<file path="src/rtl/lvl_irq_pkg.sv">
package lvl_irq_pkg;

  // Byte offsets of the register map
  localparam int OFS_PEND0  = 'h00;
  localparam int OFS_PEND1  = 'h04;
  localparam int OFS_ROUTE  = 'h20;
  localparam int OFS_RAW    = 'h30;
  localparam int OFS_EN_SET = 'h34;
  localparam int OFS_EN_CLR = 'h38;

  // Pending word for one output: raw & enable & route selector
  function automatic logic [31:0] pend_word(input logic [31:0] raw,
                                            input logic [31:0] en,
                                            input logic [31:0] route,
                                            input logic        sel);
    return raw & en & (sel ? route : ~route);
  endfunction

  // Next enable word after a set/clear access
  function automatic logic [31:0] en_next(input logic [31:0] cur,
                                          input logic [31:0] data,
                                          input logic        do_set,
                                          input logic        do_clr);
    logic [31:0] v;
    v = cur;
    if (do_set) v = v | data;
    if (do_clr) v = v & ~data;
    return v;
  endfunction

endpackage

</file>
<file path="src/rtl/lvl_irq_sync.sv">
module lvl_irq_sync #(
  parameter int W      = 32,
  parameter int STAGES = 2
) (
  input  logic         clk,
  input  logic         rst_n,
  input  logic [W-1:0] async_in,
  output logic [W-1:0] sync_out
);
  logic [STAGES-1:0][W-1:0] stage_q;

  always_ff @(posedge clk or negedge rst_n) begin
    if (!rst_n) stage_q[0] <= '0;
    else        stage_q[0] <= async_in;
  end

  for (genvar s = 1; s < STAGES; s++) begin : g_stage
    always_ff @(posedge clk or negedge rst_n) begin
      if (!rst_n) stage_q[s] <= '0;
      else        stage_q[s] <= stage_q[s-1];
    end
  end

  assign sync_out = stage_q[STAGES-1];

  // the output only takes values that were present one stage earlier
  a_r6_chain : assert property (@(posedge clk) disable iff (!rst_n)
    1'b1 |=> sync_out == $past(stage_q[STAGES-2 < 0 ? 0 : STAGES-2]));
endmodule

</file>
<file path="src/rtl/lvl_irq_regs.sv">
module lvl_irq_regs
  import lvl_irq_pkg::*;
#(
  parameter int N  = 32,
  parameter int AW = 8
) (
  input  logic          clk,
  input  logic          rst_n,
  input  logic [AW-1:0] addr,
  input  logic          wr,
  input  logic [N-1:0]  wdata,
  output logic [N-1:0]  en_vec,
  output logic [N-1:0]  route_vec,
  output logic          glb_en
);
  localparam int GLB_BIT = N - 1;

  logic hit_set, hit_clr, hit_route;
  assign hit_set   = wr && (addr == AW'(OFS_EN_SET));
  assign hit_clr   = wr && (addr == AW'(OFS_EN_CLR));
  assign hit_route = wr && (addr == AW'(OFS_ROUTE));

  always_ff @(posedge clk or negedge rst_n) begin
    if (!rst_n) begin
      en_vec    <= '0;
      route_vec <= '0;
    end else begin
      en_vec <= N'(en_next(32'(en_vec), 32'(wdata), hit_set, hit_clr));
      if (hit_route) route_vec <= wdata;
    end
  end

  assign glb_en = en_vec[GLB_BIT];

  // after a set access every written 1 is enabled
  a_r2_set_bits : assert property (@(posedge clk) disable iff (!rst_n)
    hit_set |=> (en_vec & $past(wdata)) == $past(wdata));
  // a set access never clears a bit
  a_r2_set_keeps : assert property (@(posedge clk) disable iff (!rst_n)
    hit_set |=> (en_vec & $past(en_vec)) == $past(en_vec));
  // after a clear access every written 1 is disabled
  a_r3_clr_bits : assert property (@(posedge clk) disable iff (!rst_n)
    hit_clr |=> (en_vec & $past(wdata)) == '0);
  // the routing word is held without a routing write
  a_r5_route_hold : assert property (@(posedge clk) disable iff (!rst_n)
    !hit_route |=> $stable(route_vec));
  // the enable word only moves on set/clear accesses
  a_r11_en_hold : assert property (@(posedge clk) disable iff (!rst_n)
    !(hit_set || hit_clr) |=> $stable(en_vec));
endmodule

</file>
<file path="src/rtl/lvl_irq_route.sv">
module lvl_irq_route
  import lvl_irq_pkg::*;
#(
  parameter int N    = 32,
  parameter int OUTS = 2
) (
  input  logic                     clk,
  input  logic                     rst_n,
  input  logic [N-1:0]             raw,
  input  logic [N-1:0]             en_vec,
  input  logic [N-1:0]             route_vec,
  input  logic                     glb_en,
  output logic [OUTS-1:0][N-1:0]   pend,
  output logic [OUTS-1:0]          irq_q
);
  for (genvar g = 0; g < OUTS; g++) begin : g_out
    logic want;
    assign pend[g] = N'(pend_word(32'(raw), 32'(en_vec), 32'(route_vec), g[0]));
    assign want    = (|pend[g]) && glb_en;

    always_ff @(posedge clk or negedge rst_n) begin
      if (!rst_n) irq_q[g] <= 1'b0;
      else        irq_q[g] <= want;
    end

    // a gated nonzero pending word raises the output on the next edge
    a_r9_rise : assert property (@(posedge clk) disable iff (!rst_n)
      ((|pend[g]) && glb_en) |=> irq_q[g]);
    // with the master gate off, the output is low on the next edge
    a_r8_gate : assert property (@(posedge clk) disable iff (!rst_n)
      !glb_en |=> !irq_q[g]);
    // pending bits are a subset of raw and enable
    a_r7_subset : assert property (@(posedge clk) disable iff (!rst_n)
      (pend[g] & ~(raw & en_vec)) == '0);
  end
endmodule

</file>
<file path="src/rtl/lvl_irq_ctrl.sv">
module lvl_irq_ctrl
  import lvl_irq_pkg::*;
#(
  parameter int N        = 32,
  parameter int AW       = 8,
  parameter int SYNC_STG = 2
) (
  input  logic          clk,
  input  logic          rst_n,
  input  logic [N-1:0]  irq_in,
  input  logic [AW-1:0] bus_addr,
  input  logic          bus_wr,
  input  logic [N-1:0]  bus_wdata,
  output logic [N-1:0]  bus_rdata,
  output logic [1:0]    cpu_irq
);
  localparam int OUTS = 2;

  logic [N-1:0]            raw_lvl;
  logic [N-1:0]            en_vec;
  logic [N-1:0]            route_vec;
  logic                    glb_en;
  logic [OUTS-1:0][N-1:0]  pend;
  logic [OUTS-1:0]         irq_q;

  lvl_irq_sync #(.W(N), .STAGES(SYNC_STG)) u_sync (
    .clk(clk), .rst_n(rst_n), .async_in(irq_in), .sync_out(raw_lvl));

  lvl_irq_regs #(.N(N), .AW(AW)) u_regs (
    .clk(clk), .rst_n(rst_n), .addr(bus_addr), .wr(bus_wr),
    .wdata(bus_wdata), .en_vec(en_vec), .route_vec(route_vec),
    .glb_en(glb_en));

  lvl_irq_route #(.N(N), .OUTS(OUTS)) u_route (
    .clk(clk), .rst_n(rst_n), .raw(raw_lvl), .en_vec(en_vec),
    .route_vec(route_vec), .glb_en(glb_en), .pend(pend), .irq_q(irq_q));

  always_comb begin
    case (bus_addr)
      AW'(OFS_PEND0):  bus_rdata = pend[0];
      AW'(OFS_PEND1):  bus_rdata = pend[1];
      AW'(OFS_ROUTE):  bus_rdata = route_vec;
      AW'(OFS_RAW):    bus_rdata = raw_lvl;
      AW'(OFS_EN_SET): bus_rdata = en_vec;
      AW'(OFS_EN_CLR): bus_rdata = en_vec;
      default:         bus_rdata = '0;
    endcase
  end

  assign cpu_irq = irq_q;

  // the two pending words never claim the same source
  a_r7_disjoint : assert property (@(posedge clk) disable iff (!rst_n)
    (pend[0] & pend[1]) == '0);
  // outputs are low on the first edge after reset
  a_r1_out_low : assert property (@(posedge clk) disable iff (!rst_n)
    $rose(rst_n) |-> cpu_irq == 2'b00);
endmodule

</file>
<file path="config.mk">
export PLATFORM = sky130hd
export DESIGN_NAME = lvl_irq_ctrl
export DESIGN_NICKNAME = d
export VERILOG_FILES = /design/src/rtl/lvl_irq_pkg.sv /design/src/rtl/lvl_irq_sync.sv /design/src/rtl/lvl_irq_regs.sv /design/src/rtl/lvl_irq_route.sv /design/src/rtl/lvl_irq_ctrl.sv
export SDC_FILE = /design/constraint.sdc
export NUM_CORES = 1
export LEC_CHECK = 0
export CAP_MARGIN = 20
export CORE_ASPECT_RATIO = 0.6
export CORE_MARGIN = 8
export CORE_UTILIZATION = 35
export CTS_BUF_LIST = sky130_fd_sc_hd__clkbuf_8
export CTS_CLUSTER_SIZE = 28
export DETAILED_ROUTE_END_ITERATION = 10
export GPL_TIMING_DRIVEN = 0
export SYNTH_ARGS = -nofsm -noshare
export SYNTH_HDL_FRONTEND = slang
export SYNTH_SLANG_ARGS = --single-unit
</file>
<file path="constraint.sdc">
create_clock -name clk -period 2.7 [get_ports clk]
set_input_delay 0.405 -clock clk [delete_from_list [all_inputs] [get_ports clk]]
set_output_delay 0.405 -clock clk [all_outputs]
set_load 0.1 [all_outputs]
</file>
==> summary.md <==
| Metric | Value |
|---|---|
| Status | `finished with violations` |
| Failing checks | `negative setup slack` |
| Unique cell type count in the Yosys netlist | `30` |
| Final setup margin | `-0.000453 ns` |
| HP Start | `u_sync.stage_q[7]` |
| Clk_skew | `0.00996 ns` |
| Fin. Hold Viols | `0` |
| Ant diodes | `0` |
| Most frequent cells in the layout | `dfrtp_1, clkdlybuf4s50_1, a21oi_1, nand2_1, buf_12` |
| Highest net fanout along the worst path | `5` |
| Max_slew headroom | `35.0%` |
| DIE AREA | `21300 µm²` |
| Max Cap Viol | `0` |
| Period Utilization, post-route | `100%` |
| GPL Wtd Cong | `0.953` |
| Final setup fails | `1` |
| Setup crit end kind | `output port` |
| HP Class | `flip-flop to flip-flop` |
| Initial DRC count | `739` |
| Share of the yosys chip area belonging to registers | `55.5%` |
| Syn Std Cell Area | `5860 µm²` |
| Commonest non-fill, non-tap cell in the layout | `dfrtp_1` |
| R2R Setup Slk | `1.01 ns` |
| Fmax | `370 MHz` |
| Top cell by count, worst path | `buf_12` |
| Final instance area | `8750 µm²` |
| Nets@finish | `748` |
| Cell family with the largest share of critical-path delay | `simple AND/OR/NAND/NOR gates` |
| Core Rows | `36` |
| Vias in the first global route | `5385` |
| # H-tree levels | `4` |
| Routed Antenna Nets | `0` |
| Startpoint Class | `primary input` |
| Min-Delay Endpoint | `u_sync.sync_out[7]` |
| Starting Density | `36.0%` |
| DRC viols | `0` |
| Crit. path cell count | `8` |
| PD cells | `476 nW/µm²` |
| Die span in y | `116 µm` |
| Crit path kind | `primary input to output port` |
| R2R depth | `4` |
| Clock slew at reported path FFs | `0.07 ns` |
| Slowest CP cell | `or4_4` |
| WL final | `21300 µm` |
| Via count | `5355` |
| First-pass GRT wire length | `32200 µm` |
| Post-DP HPWL | `14500 µm` |
| Grt ovf | `0` |
| Avg Synthesized Cell Area | `10.9 µm²` |
| Cells on Worst Hold Path | `0` |
| Die width | `183 µm` |
| Maximum VDD drop | `0.202 mV` |
| Unrepaired setup endpoints after global routing | `yes` |
| Minimum clock period after layout | `2.70 ns` |
| Worst slew pin tran | `0.976 ns` |
| Post-synthesis register bit count | `130` |
| Worst path bufs/invs | `4` |
| Placed instance area | `7260 µm²` |
| TritonCTS Buffers | `17` |
| Clock latency on the worst-skew pair | `0.43 ns` |
| CTS Sinks | `130` |
| Syn Nets | `612` |
| Largest net degree at the start of global routing | `68` |
| Pre-antenna DRT Iters | `5` |
| Antenna violations before repair | `0` |
| Crit-path max cell delay | `0.55 ns` |
| GRT Total Usage | `20.2%` |
| CTS Buffer Depth | `2` |
| Ratio of cells with drive above 1 in the final layout | `29.2%` |
| Crit Reg-Reg Endpoint | `u_route.irq_q[0]` |
| YS warnings | `0` |
| WP data required | `2.30 ns` |
| Clock Tree Root | `clkbuf_8` |
| Hold_ws | `0.348 ns` |
| I/O pin total | `109` |
| Port buffer count | `108` |
| Vias/cell | `5.87` |
| Leak pwr | `0.00341 µW` |
| Slew Viols, Final | `0` |
| Wirelength per Cell | `23.4 µm` |
| CORE AREA | `16300 µm²` |
| Crit path cell chain | `buf_6, or4_4, or3_4, buf_12, buf_16, o21ai_4, o2bb2ai_4, buf_12` |
| TritonCTS clock tree | `done` |
| Reg2reg start | `u_regs.route_vec[21]` |
| Worst path arrival time | `2.30 ns` |
| Layout Area Growth over Synthesis | `49.3%` |
| Mapped Cells | `537` |
[what timing repair did]
item | 4_1_cts | 5_1_grt
setup endpoints to repair | 32 | 30
buffers inserted | 5 | 0
hold endpoints to repair | 54 | 0
hold buffers | 1 | 0
pin swaps | 19 | 27
gates resized for setup | 366 | 72
cloned | 3 | 0
[kinds of logic after synthesis]
group	Yosys count	synth area share [%]
compound gates	207	22.2
mux	33	6.32
simple gates	133	12.8
buf+inv	34	3.14
flops	130	55.5
[per-stage QoR]
step	setup TNS [ns]	util [%]	setup WS [ns]	cells	total power, µW
finish	-0.000453	53.7	-0.000453	913	4170
global route	-0.217	53.7	-0.0206	913	4340
CTS	-0.0726	51.4	-0.0376	913	4170
detailed placement	-41.33	44.5	-1.33	874	2540
global placement	-530.22	44.3	-3.77	873	2530
floorplan	-13.45	-	-0.430	537	2290
[power breakdown]
group | internal, µW | switching, µW
Sequential | 2040 | 108
Combinational | 186 | 217
Clock | 839 | 777
Total | 3070 | 1100
[final cells by class]
cell class | count | area, µm²
well taps | 228 | 285
clock buffers | 22 | 303
fillers | 1390 | 7550
plain buffers | 30 | 205
inverters | 3 | 11.3
repair buffers | 118 | 1570
flip-flops and latches | 130 | 3250
clock inverters | 9 | 81.3
multi-input cells | 373 | 3050
[routing by layer]
layer / vias up / track usage (%) / part of all wire, %
met5: - / 0 / 0
met4: 0 / 5.77 / 1.8
met3: 40 / 6.03 / 9.9
met2: 310 / 28.8 / 42
met1: 2672 / 29.2 / 46
li1: 2333 / - / -
[how the worst max path moves through the flow]
| stage | endpoint | startpoint |
|---|---|---|
| after floorplan | bus_rdata[0] | bus_addr[1] |
| after global placement | u_sync.stage_q[13] | rst_n |
| after detailed placement | bus_rdata[21] | bus_addr[1] |
| after CTS | bus_rdata[21] | bus_addr[7] |
| after global routing | bus_rdata[21] | bus_addr[6] |
| final | bus_rdata[29] | bus_addr[6] |
[synth_stat cells]
cell	count	area (µm²)
a21oi_1	66	330
a31oi_1	2	12.5
a32oi_1	31	272
buf_1	2	7.51
buf_2	3	15.0
buf_6	7	78.8
clkbuf_1	19	71.3
dfrtp_1	130	3250
inv_1	3	11.3
mux2_2	32	360
mux2i_1	1	10.0
nand2_1	34	128
nand2b_1	32	200
nand3_1	33	165
nand3b_1	12	90.1
nand4_1	8	50.1
nor2_1	1	3.75
nor4_1	7	43.8
nor4_2	1	12.5
nor4_4	1	21.3
nor4b_1	1	8.76
o2111ai_1	4	35.0
o21ai_0	32	160
o21ai_1	30	150
o22ai_1	9	56.3
o2bb2ai_1	32	280
o31ai_1	1	7.51
or2_0	1	6.26
or3_4	1	11.3
or4_4	1	11.3
No activity file was read; power rests on OpenSTA's default activity.
